[config.mk]
export PLATFORM = sky130hd
export DESIGN_NAME = csc_stage_eval
export DESIGN_NICKNAME = d
export VERILOG_FILES = /design/src/rtl/csc_pkg.sv /design/src/rtl/csc_corner_gen.sv /design/src/rtl/csc_weak_vote.sv /design/src/rtl/csc_stage_eval.sv
export SDC_FILE = /design/constraint.sdc
export NUM_CORES = 1
export LEC_CHECK = 0
export ABC_CLOCK_PERIOD_IN_PS = 24700
export CORE_ASPECT_RATIO = 0.5
export CORE_MARGIN = 4
export CORE_UTILIZATION = 60
export DETAILED_ROUTE_END_ITERATION = 10
export DONT_BUFFER_PORTS = 1
export PLACE_DENSITY = 0.88
export SLEW_MARGIN = 20
export SYNTH_ARGS = -nofsm -noshare
export SYNTH_HDL_FRONTEND = slang
export SYNTH_HIERARCHICAL = 1
export SYNTH_SLANG_ARGS = --single-unit
[constraint.sdc]
create_clock -name clk -period 24.7 [get_ports clk]
set_input_delay 1.235 -clock clk [delete_from_list [all_inputs] [get_ports clk]]
set_output_delay 1.235 -clock clk [all_outputs]
set_load 0.03 [all_outputs]
[src/rtl/csc_pkg.sv]
// Shared types and shape tables for the cascade stage evaluator.
// Assumes feature shape codes 0..2; code 3 falls back to the code-0 shape.
package csc_pkg;

    typedef enum logic [2:0] {
        ST_IDLE,
        ST_LOADP,
        ST_CAPT,
        ST_RD,
        ST_EVAL
    } csc_state_t;

    // Number of corner reads a feature shape needs.
    function automatic logic [3:0] corner_count(input logic [1:0] kind);
        case (kind)
            2'd1:    return 4'd8;
            2'd2:    return 4'd9;
            default: return 4'd6;
        endcase
    endfunction

    // Grid row of corner k (row-major order).
    function automatic logic [1:0] corner_row(input logic [1:0] kind, input logic [3:0] k);
        case (kind)
            2'd1:    return (k >= 4'd4) ? 2'd1 : 2'd0;
            2'd2:    return (k >= 4'd6) ? 2'd2 : ((k >= 4'd3) ? 2'd1 : 2'd0);
            default: return (k >= 4'd3) ? 2'd1 : 2'd0;
        endcase
    endfunction

    // Grid column of corner k (row-major order).
    function automatic logic [1:0] corner_col(input logic [1:0] kind, input logic [3:0] k);
        logic [3:0] c;
        case (kind)
            2'd1:    c = (k >= 4'd4) ? k - 4'd4 : k;
            2'd2:    c = (k >= 4'd6) ? k - 4'd6 : ((k >= 4'd3) ? k - 4'd3 : k);
            default: c = (k >= 4'd3) ? k - 4'd3 : k;
        endcase
        return c[1:0];
    endfunction

    // Net weight of corner k in the feature value, folding shared corners.
    function automatic logic signed [3:0] corner_coef(input logic [1:0] kind, input logic [3:0] k);
        case (kind)
            2'd1: begin
                case (k)
                    4'd0, 4'd7: return 4'sd1;
                    4'd1, 4'd6: return -4'sd3;
                    4'd2, 4'd5: return 4'sd3;
                    default:    return -4'sd1;
                endcase
            end
            2'd2: begin
                case (k)
                    4'd0, 4'd2, 4'd6, 4'd8: return 4'sd1;
                    4'd4:                   return 4'sd4;
                    default:                return -4'sd2;
                endcase
            end
            default: begin
                case (k)
                    4'd0, 4'd2: return -4'sd1;
                    4'd1:       return 4'sd2;
                    4'd4:       return -4'sd2;
                    default:    return 4'sd1;
                endcase
            end
        endcase
    endfunction

endpackage

[src/rtl/csc_corner_gen.sv]
// Corner address generator: maps corner index k of a feature shape onto
// a linear integral-image address. Assumes a row stride of IMG_W words;
// the address wraps modulo 2**AW.
module csc_corner_gen
    import csc_pkg::*;
#(
    parameter int AW    = 17,
    parameter int CW    = 5,
    parameter int IMG_W = 320
) (
    input  logic [AW-1:0] base,
    input  logic [1:0]    kind,
    input  logic [3:0]    k,
    input  logic [CW-1:0] fx,
    input  logic [CW-1:0] fy,
    input  logic [CW-1:0] fw,
    input  logic [CW-1:0] fh,
    output logic [AW-1:0] addr
);
    localparam int OW = CW + 2;

    logic [1:0]    row, col;
    logic [OW-1:0] xoff, yoff;

    // Offset of the corner inside the sub-window, then linearised.
    always_comb begin
        row  = corner_row(kind, k);
        col  = corner_col(kind, k);
        yoff = OW'(fy) + OW'(row) * OW'(fh);
        xoff = OW'(fx) + OW'(col) * OW'(fw);
        addr = base + AW'(yoff) * AW'(IMG_W) + AW'(xoff);
    end
endmodule

[src/rtl/csc_weak_vote.sv]
// Weak classifier datapath: accumulates coefficient-weighted corner values
// into the feature value, scales it by a right shift and produces the
// parity-directed vote. Assumes corner data arrives one per cycle with acc_en.
module csc_weak_vote
    import csc_pkg::*;
#(
    parameter int DW         = 20,
    parameter int TW         = 16,
    parameter int NORM_SHIFT = 4
) (
    input  logic          clk,
    input  logic          rst_n,
    input  logic          clear,
    input  logic          acc_en,
    input  logic [1:0]    kind,
    input  logic [3:0]    kidx,
    input  logic [DW-1:0] ii_data,
    input  logic          parity,
    input  logic [TW-1:0] thr,
    output logic          vote
);
    localparam int FW = DW + 5;

    logic signed [FW-1:0] acc_q, feat_next, prod, scaled, thr_ext;
    logic signed [DW:0]   data_s;
    logic signed [3:0]    coef;

    // Feature value including the corner returned this cycle, and the vote on it.
    always_comb begin
        data_s    = $signed({1'b0, ii_data});
        coef      = corner_coef(kind, kidx);
        prod      = FW'(data_s) * FW'(coef);
        feat_next = acc_q + (acc_en ? prod : '0);
        scaled    = feat_next >>> NORM_SHIFT;
        thr_ext   = FW'($signed(thr));
        vote      = parity ? (scaled > thr_ext) : (scaled < thr_ext);
    end

    // Feature accumulator, cleared at the start of each feature.
    always_ff @(posedge clk) begin
        if (!rst_n || clear) acc_q <= '0;
        else if (acc_en)     acc_q <= feat_next;
    end
endmodule

[src/rtl/csc_stage_eval.sv]
// Boosted cascade stage evaluator (top). Sequences NUM_FEAT weak classifiers
// over one sub-window: parameter fetch, corner reads, vote, weighted score,
// then a one-cycle pass/reject strobe. Assumes both external memories answer
// one cycle after the address; starts are honoured only while idle.
module csc_stage_eval
    import csc_pkg::*;
#(
    parameter int AW         = 17,
    parameter int DW         = 20,
    parameter int IMG_W      = 320,
    parameter int CW         = 5,
    parameter int TW         = 16,
    parameter int WW         = 12,
    parameter int NUM_FEAT   = 4,
    parameter int SCORE_W    = 16,
    parameter int NORM_SHIFT = 4,
    localparam int FIW = (NUM_FEAT > 1) ? $clog2(NUM_FEAT) : 1,
    localparam int PW  = 3 + 4 * CW + TW + WW
) (
    input  logic               clk,
    input  logic               rst_n,
    input  logic               start,
    input  logic [AW-1:0]      win_addr,
    input  logic [SCORE_W-1:0] stage_thr,
    output logic               busy,
    output logic               done,
    output logic               pass,
    output logic [AW-1:0]      res_addr,
    output logic [FIW-1:0]     prm_addr,
    input  logic [PW-1:0]      prm_data,
    output logic               ii_rd,
    output logic [AW-1:0]      ii_addr,
    input  logic [DW-1:0]      ii_data
);
    localparam int ACC_W = WW + $clog2(NUM_FEAT + 1);
    localparam int CMP_W = ((ACC_W > SCORE_W) ? ACC_W : SCORE_W) + 1;
    localparam int X_LO  = 3;
    localparam int Y_LO  = X_LO + CW;
    localparam int W_LO  = Y_LO + CW;
    localparam int H_LO  = W_LO + CW;
    localparam int T_LO  = H_LO + CW;
    localparam int WT_LO = T_LO + TW;

    csc_state_t             state_q;
    logic [AW-1:0]          base_q;
    logic [FIW-1:0]         feat_q;
    logic [1:0]             kind_q;
    logic                   par_q;
    logic [CW-1:0]          fx_q, fy_q, fw_q, fh_q;
    logic [TW-1:0]          thr_q;
    logic signed [WW-1:0]   wt_q;
    logic [3:0]             rd_k, kq;
    logic                   dvalid_q;
    logic signed [ACC_W-1:0] score_q, score_next;
    logic                   done_q, pass_q;
    logic                   vote;
    logic                   last_rd, last_feat;

    csc_corner_gen #(.AW(AW), .CW(CW), .IMG_W(IMG_W)) corner_i (
        .base (base_q),
        .kind (kind_q),
        .k    (rd_k),
        .fx   (fx_q),
        .fy   (fy_q),
        .fw   (fw_q),
        .fh   (fh_q),
        .addr (ii_addr)
    );

    csc_weak_vote #(.DW(DW), .TW(TW), .NORM_SHIFT(NORM_SHIFT)) vote_i (
        .clk     (clk),
        .rst_n   (rst_n),
        .clear   (state_q == ST_CAPT),
        .acc_en  (dvalid_q),
        .kind    (kind_q),
        .kidx    (kq),
        .ii_data (ii_data),
        .parity  (par_q),
        .thr     (thr_q),
        .vote    (vote)
    );

    // Output views and end-of-phase conditions.
    always_comb begin
        busy       = (state_q != ST_IDLE);
        ii_rd      = (state_q == ST_RD);
        prm_addr   = feat_q;
        res_addr   = base_q;
        done       = done_q;
        pass       = pass_q;
        last_rd    = (rd_k == corner_count(kind_q) - 4'd1);
        last_feat  = (feat_q == FIW'(NUM_FEAT - 1));
        score_next = score_q + (vote ? ACC_W'(wt_q) : '0);
    end

    // Read-return tracking: which corner index the incoming data belongs to.
    always_ff @(posedge clk) begin
        if (!rst_n) begin
            dvalid_q <= 1'b0;
            kq       <= '0;
        end else begin
            dvalid_q <= (state_q == ST_RD);
            kq       <= rd_k;
        end
    end

    // Stage sequencer: parameter fetch, corner reads, vote, final decision.
    always_ff @(posedge clk) begin
        if (!rst_n) begin
            state_q <= ST_IDLE;
            base_q  <= '0;
            feat_q  <= '0;
            kind_q  <= '0;
            par_q   <= 1'b0;
            fx_q    <= '0;
            fy_q    <= '0;
            fw_q    <= '0;
            fh_q    <= '0;
            thr_q   <= '0;
            wt_q    <= '0;
            rd_k    <= '0;
            score_q <= '0;
            done_q  <= 1'b0;
            pass_q  <= 1'b0;
        end else begin
            done_q <= 1'b0;
            pass_q <= 1'b0;
            case (state_q)
                ST_IDLE: begin
                    if (start) begin
                        base_q  <= win_addr;
                        feat_q  <= '0;
                        score_q <= '0;
                        state_q <= ST_LOADP;
                    end
                end
                ST_LOADP: state_q <= ST_CAPT;
                ST_CAPT: begin
                    kind_q  <= prm_data[1:0];
                    par_q   <= prm_data[2];
                    fx_q    <= prm_data[X_LO +: CW];
                    fy_q    <= prm_data[Y_LO +: CW];
                    fw_q    <= prm_data[W_LO +: CW];
                    fh_q    <= prm_data[H_LO +: CW];
                    thr_q   <= prm_data[T_LO +: TW];
                    wt_q    <= $signed(prm_data[WT_LO +: WW]);
                    rd_k    <= '0;
                    state_q <= ST_RD;
                end
                ST_RD: begin
                    rd_k <= rd_k + 4'd1;
                    if (last_rd) state_q <= ST_EVAL;
                end
                ST_EVAL: begin
                    if (last_feat) begin
                        done_q  <= 1'b1;
                        pass_q  <= (CMP_W'(score_next) > CMP_W'($signed(stage_thr)));
                        state_q <= ST_IDLE;
                    end else begin
                        score_q <= score_next;
                        feat_q  <= feat_q + FIW'(1);
                        state_q <= ST_LOADP;
                    end
                end
                default: state_q <= ST_IDLE;
            endcase
        end
    end
endmodule

==> summary.md <==
| Metric | Value |
|---|---|
| Status | `finished, final reports clean` |
| Final Cycle Share | `0.513` |
| Setup TNS | `0 ps` |
| Synth Area per Inst | `8.11 sq um` |
| Main synth FF type | `dfxtp_1` |
| Final setup vio count | `0` |
| First-pass GRT wire length | `51300 um` |
| Post-Syn Instances | `1552` |
| Core area | `0.0206 sq mm` |
| Final net count | `1865` |
| Hold Slack | `454 ps` |
| Critical path arrival | `12970 ps` |
| Resize count post-CTS | `0` |
| Worst path top cell family by delay | `compound AO/OA/AOI/OAI gates` |
| Worst Path Required | `25010 ps` |
| Die Y | `110 um` |
| Routed WL | `30200 um` |
| CTS tree | `built` |
| Yosys warning count | `6` |
| Syn Std Cell Area | `0.0126 sq mm` |
| Total vias in the final route | `10.7k` |
| Starting DRT DRC Count | `826` |
| Port Buf Inserts | `0` |
| Register bit count reported by yosys | `124` |
| Worst-path clk slew | `60 ps` |
| Vias in the first global route | `10.7k` |
| Root buf cell | `clkbuf_16` |
| Rows | `37` |
| Area growth, synth to finish | `5.66%` |
| Power per Cell Area | `70.0 mW/mm^2` |
| Area post-placement | `0.0127 sq mm` |
| Max Slew Vio Count | `0` |
| Dpl cells | `1777` |
| Number of enable flip-flop cells after synthesis | `0` |
| Tmin final | `12660 ps` |
| Peak Freq | `79.0 MHz` |
| Critical path buffer and inverter count | `3` |
| Clock skew | `8.94 ps` |
| Detailed placer's ending HPWL | `23700 um` |
| Most instantiated library cell after synthesis | `nand2_1` |
| Startpoint type of the worst setup path | `flip-flop` |
| Slowest CP cell | `mux2i_1` |
| Total CTS buffers | `17` |
| Yosys cell types | `91` |
| Synth area leader | `dfxtp_1` |
| Ratio of cells with drive above 1 in the final layout | `0.0489` |
| Grt ovf | `0` |
| Crit. End Element | `flip-flop` |
| Sequential-to-total area share from yosys stat | `0.197` |
| GRT Resource Usage Total | `0.258` |
| # Post-CTS Setup Buffers | `0` |
| Max rail drop VDD | `40.5 uV` |
| Hold Vio Cnt, Final | `0` |
| ANT nets after route | `0` |
| RSZ-0062 raised after global routing | `false` |
| Buffer depth of the longest clock path | `2` |
| WS Path Type | `reg2reg` |
| Most Frequent Cell on Critical Path | `ha_1` |
| Leak Pwr | `6.37 nW` |
| Initial antenna violation count | `0` |
| Number of max-cap violations | `0` |
| H-tree depth | `4` |
| Synth top cells by count | `233 x nand2_1, 183 x ha_1, 134 x inv_1, 124 x dfxtp_1, 91 x nor2_1` |
| Router iterations before antenna repair | `5` |
| Slew HR | `0.374` |
| Yosys top cell area share | `0.197` |
| Gpl congestion | `0.942` |
| Fraction of registers with async set/reset | `0` |
| CP Max Fanout | `20` |
| Pin count of the biggest net entering global routing | `95` |
| Hold_buf cts | `0` |
| Min-delay worst type | `reg2reg` |
| Total power | `931 uW` |
| Final cell area excluding filler cells | `0.0133 sq mm` |
| Worst Max-Slew Pin Slew | `932 ps` |
| Mapped Nets | `1894` |
| Chip Width | `213 um` |
| Clock sink total | `124` |
| Synth top area cells | `dfxtp_1 20%, ha_1 18%, fa_1 8.3%` |
| Worst path max stage delay | `640 ps` |
| Initial Utilization | `0.612` |
| Boundary Pins | `147` |
| Area of the die | `0.0235 sq mm` |
| Fin cells | `1809` |
| Drt via density | `5.93` |
| Wire per inst | `16.7 um` |
| DRC Markers | `0` |
| Clock Latency Late Sink | `410 ps` |
==> cell families (layout without fill, tap and decap cells) <==
logic type / Yosys count / after routing / share of synthesized area
AND/OR/NAND/NOR: 552 / 552 / 0.213
AO/OA/AOI/OAI: 365 / 365 / 0.201
buffers and inverters: 190 / 173 / 0.0618
flip-flops: 124 / 124 / 0.197
XOR/XNOR: 64 / 64 / 0.0445
adder cells (fa/ha/maj): 236 / 236 / 0.265
multiplexers: 21 / 21 / 0.0168
other: 0 / 1 / 0
==> tightest hold or removal path, cell delays in order, from the launching register on <==
cell,delay (ps)
dfxtp_1,310
nand2_1,50
a21boi_1,50
==> power breakdown <==
part	switching, mW	total, mW	internal, mW
Clock	0.0930	0.249	0.156
Sequential	0.0107	0.219	0.208
Combinational	0.270	0.464	0.193
Total	0.374	0.931	0.557
==> registers in the layout, summed over array words and instances (netlist names), 3 cells and up <==
| name | count |
|---|---|
| fy_q | 5 |
| kq | 4 |
| wt_q | 12 |
| score_q | 15 |
| fh_q | 5 |
| thr_q | 16 |
| rd_k | 4 |
| vote_i/acc_q | 25 |
| state_q | 3 |
| res_addr | 17 |
| fw_q | 5 |
| fx_q | 5 |
==> cells in the final DEF (no fill, tap or decap), types with 6 or more instances in the layout <==
master and count:
nand2_1 233, ha_1 183, inv_1 134, dfxtp_1 124, nor2_1 91, a21oi_1 79
and2_1 78, a21boi_1 52, fa_1 52, xnor2_1 42, o21ai_0 41, a21o_1 39
nor3_1 31, nor2b_1 28, o21a_1 24, a21boi_0 24, xor2_1 22, mux2i_1 20
clkbuf_16 17, nand3_1 16, a211oi_1 15, and3_1 13, o211ai_1 12, nand4_1 11
a31oi_1 11, a22o_1 6, buf_4 6, or2_2 6
==> through the flow <==
step,setup WS (ps),util
after floorplan,13830,-
after global placement,12440,0.618
after detailed placement,11800,0.618
after CTS,11690,0.647
after global routing,11170,0.647
final,12040,0.647
==> worst paths after layout <==
| check | slack, ps | from | depth (start not counted) | end |
|---|---|---|---|---|
| worst max register to register | 12040 | kind_q[0]$_SDFFE_PN0P_ | 50 | pass$_SDFF_PN0_ |
| worst max-delay path | 12040 | kind_q[0]$_SDFFE_PN0P_ | 50 | pass$_SDFF_PN0_ |
| worst min-delay path | 450 | wt_q[3]$_SDFFE_PN0P_ | 2 | wt_q[3]$_SDFFE_PN0P_ |
| worst min register to register | 450 | wt_q[3]$_SDFFE_PN0P_ | 2 | wt_q[3]$_SDFFE_PN0P_ |
==> final cells by class <==
cell class | count | area [sq um]
antenna | 1 | 2.50
clock buffer | 21 | 470
fill | 1744 | 7260
tap | 273 | 342
clock inverter | 10 | 116
multi-input combinational | 1238 | 9330
inverter | 136 | 510
sequential | 124 | 2480
timing repair buffer | 6 | 45.0
==> routing by layer <==
| layer | vias up | global-route usage | share of wire |
|---|---|---|---|
| met3 | 36 | 0.0542 | 0.060 |
| met1 | 5084 | 0.344 | 0.46 |
| met2 | 335 | 0.432 | 0.47 |
| met5 | - | 0 | 0 |
| li1 | 5281 | - | - |
| met4 | 0 | 0.0570 | 0.013 |
(Power assumes the default switching activity.)
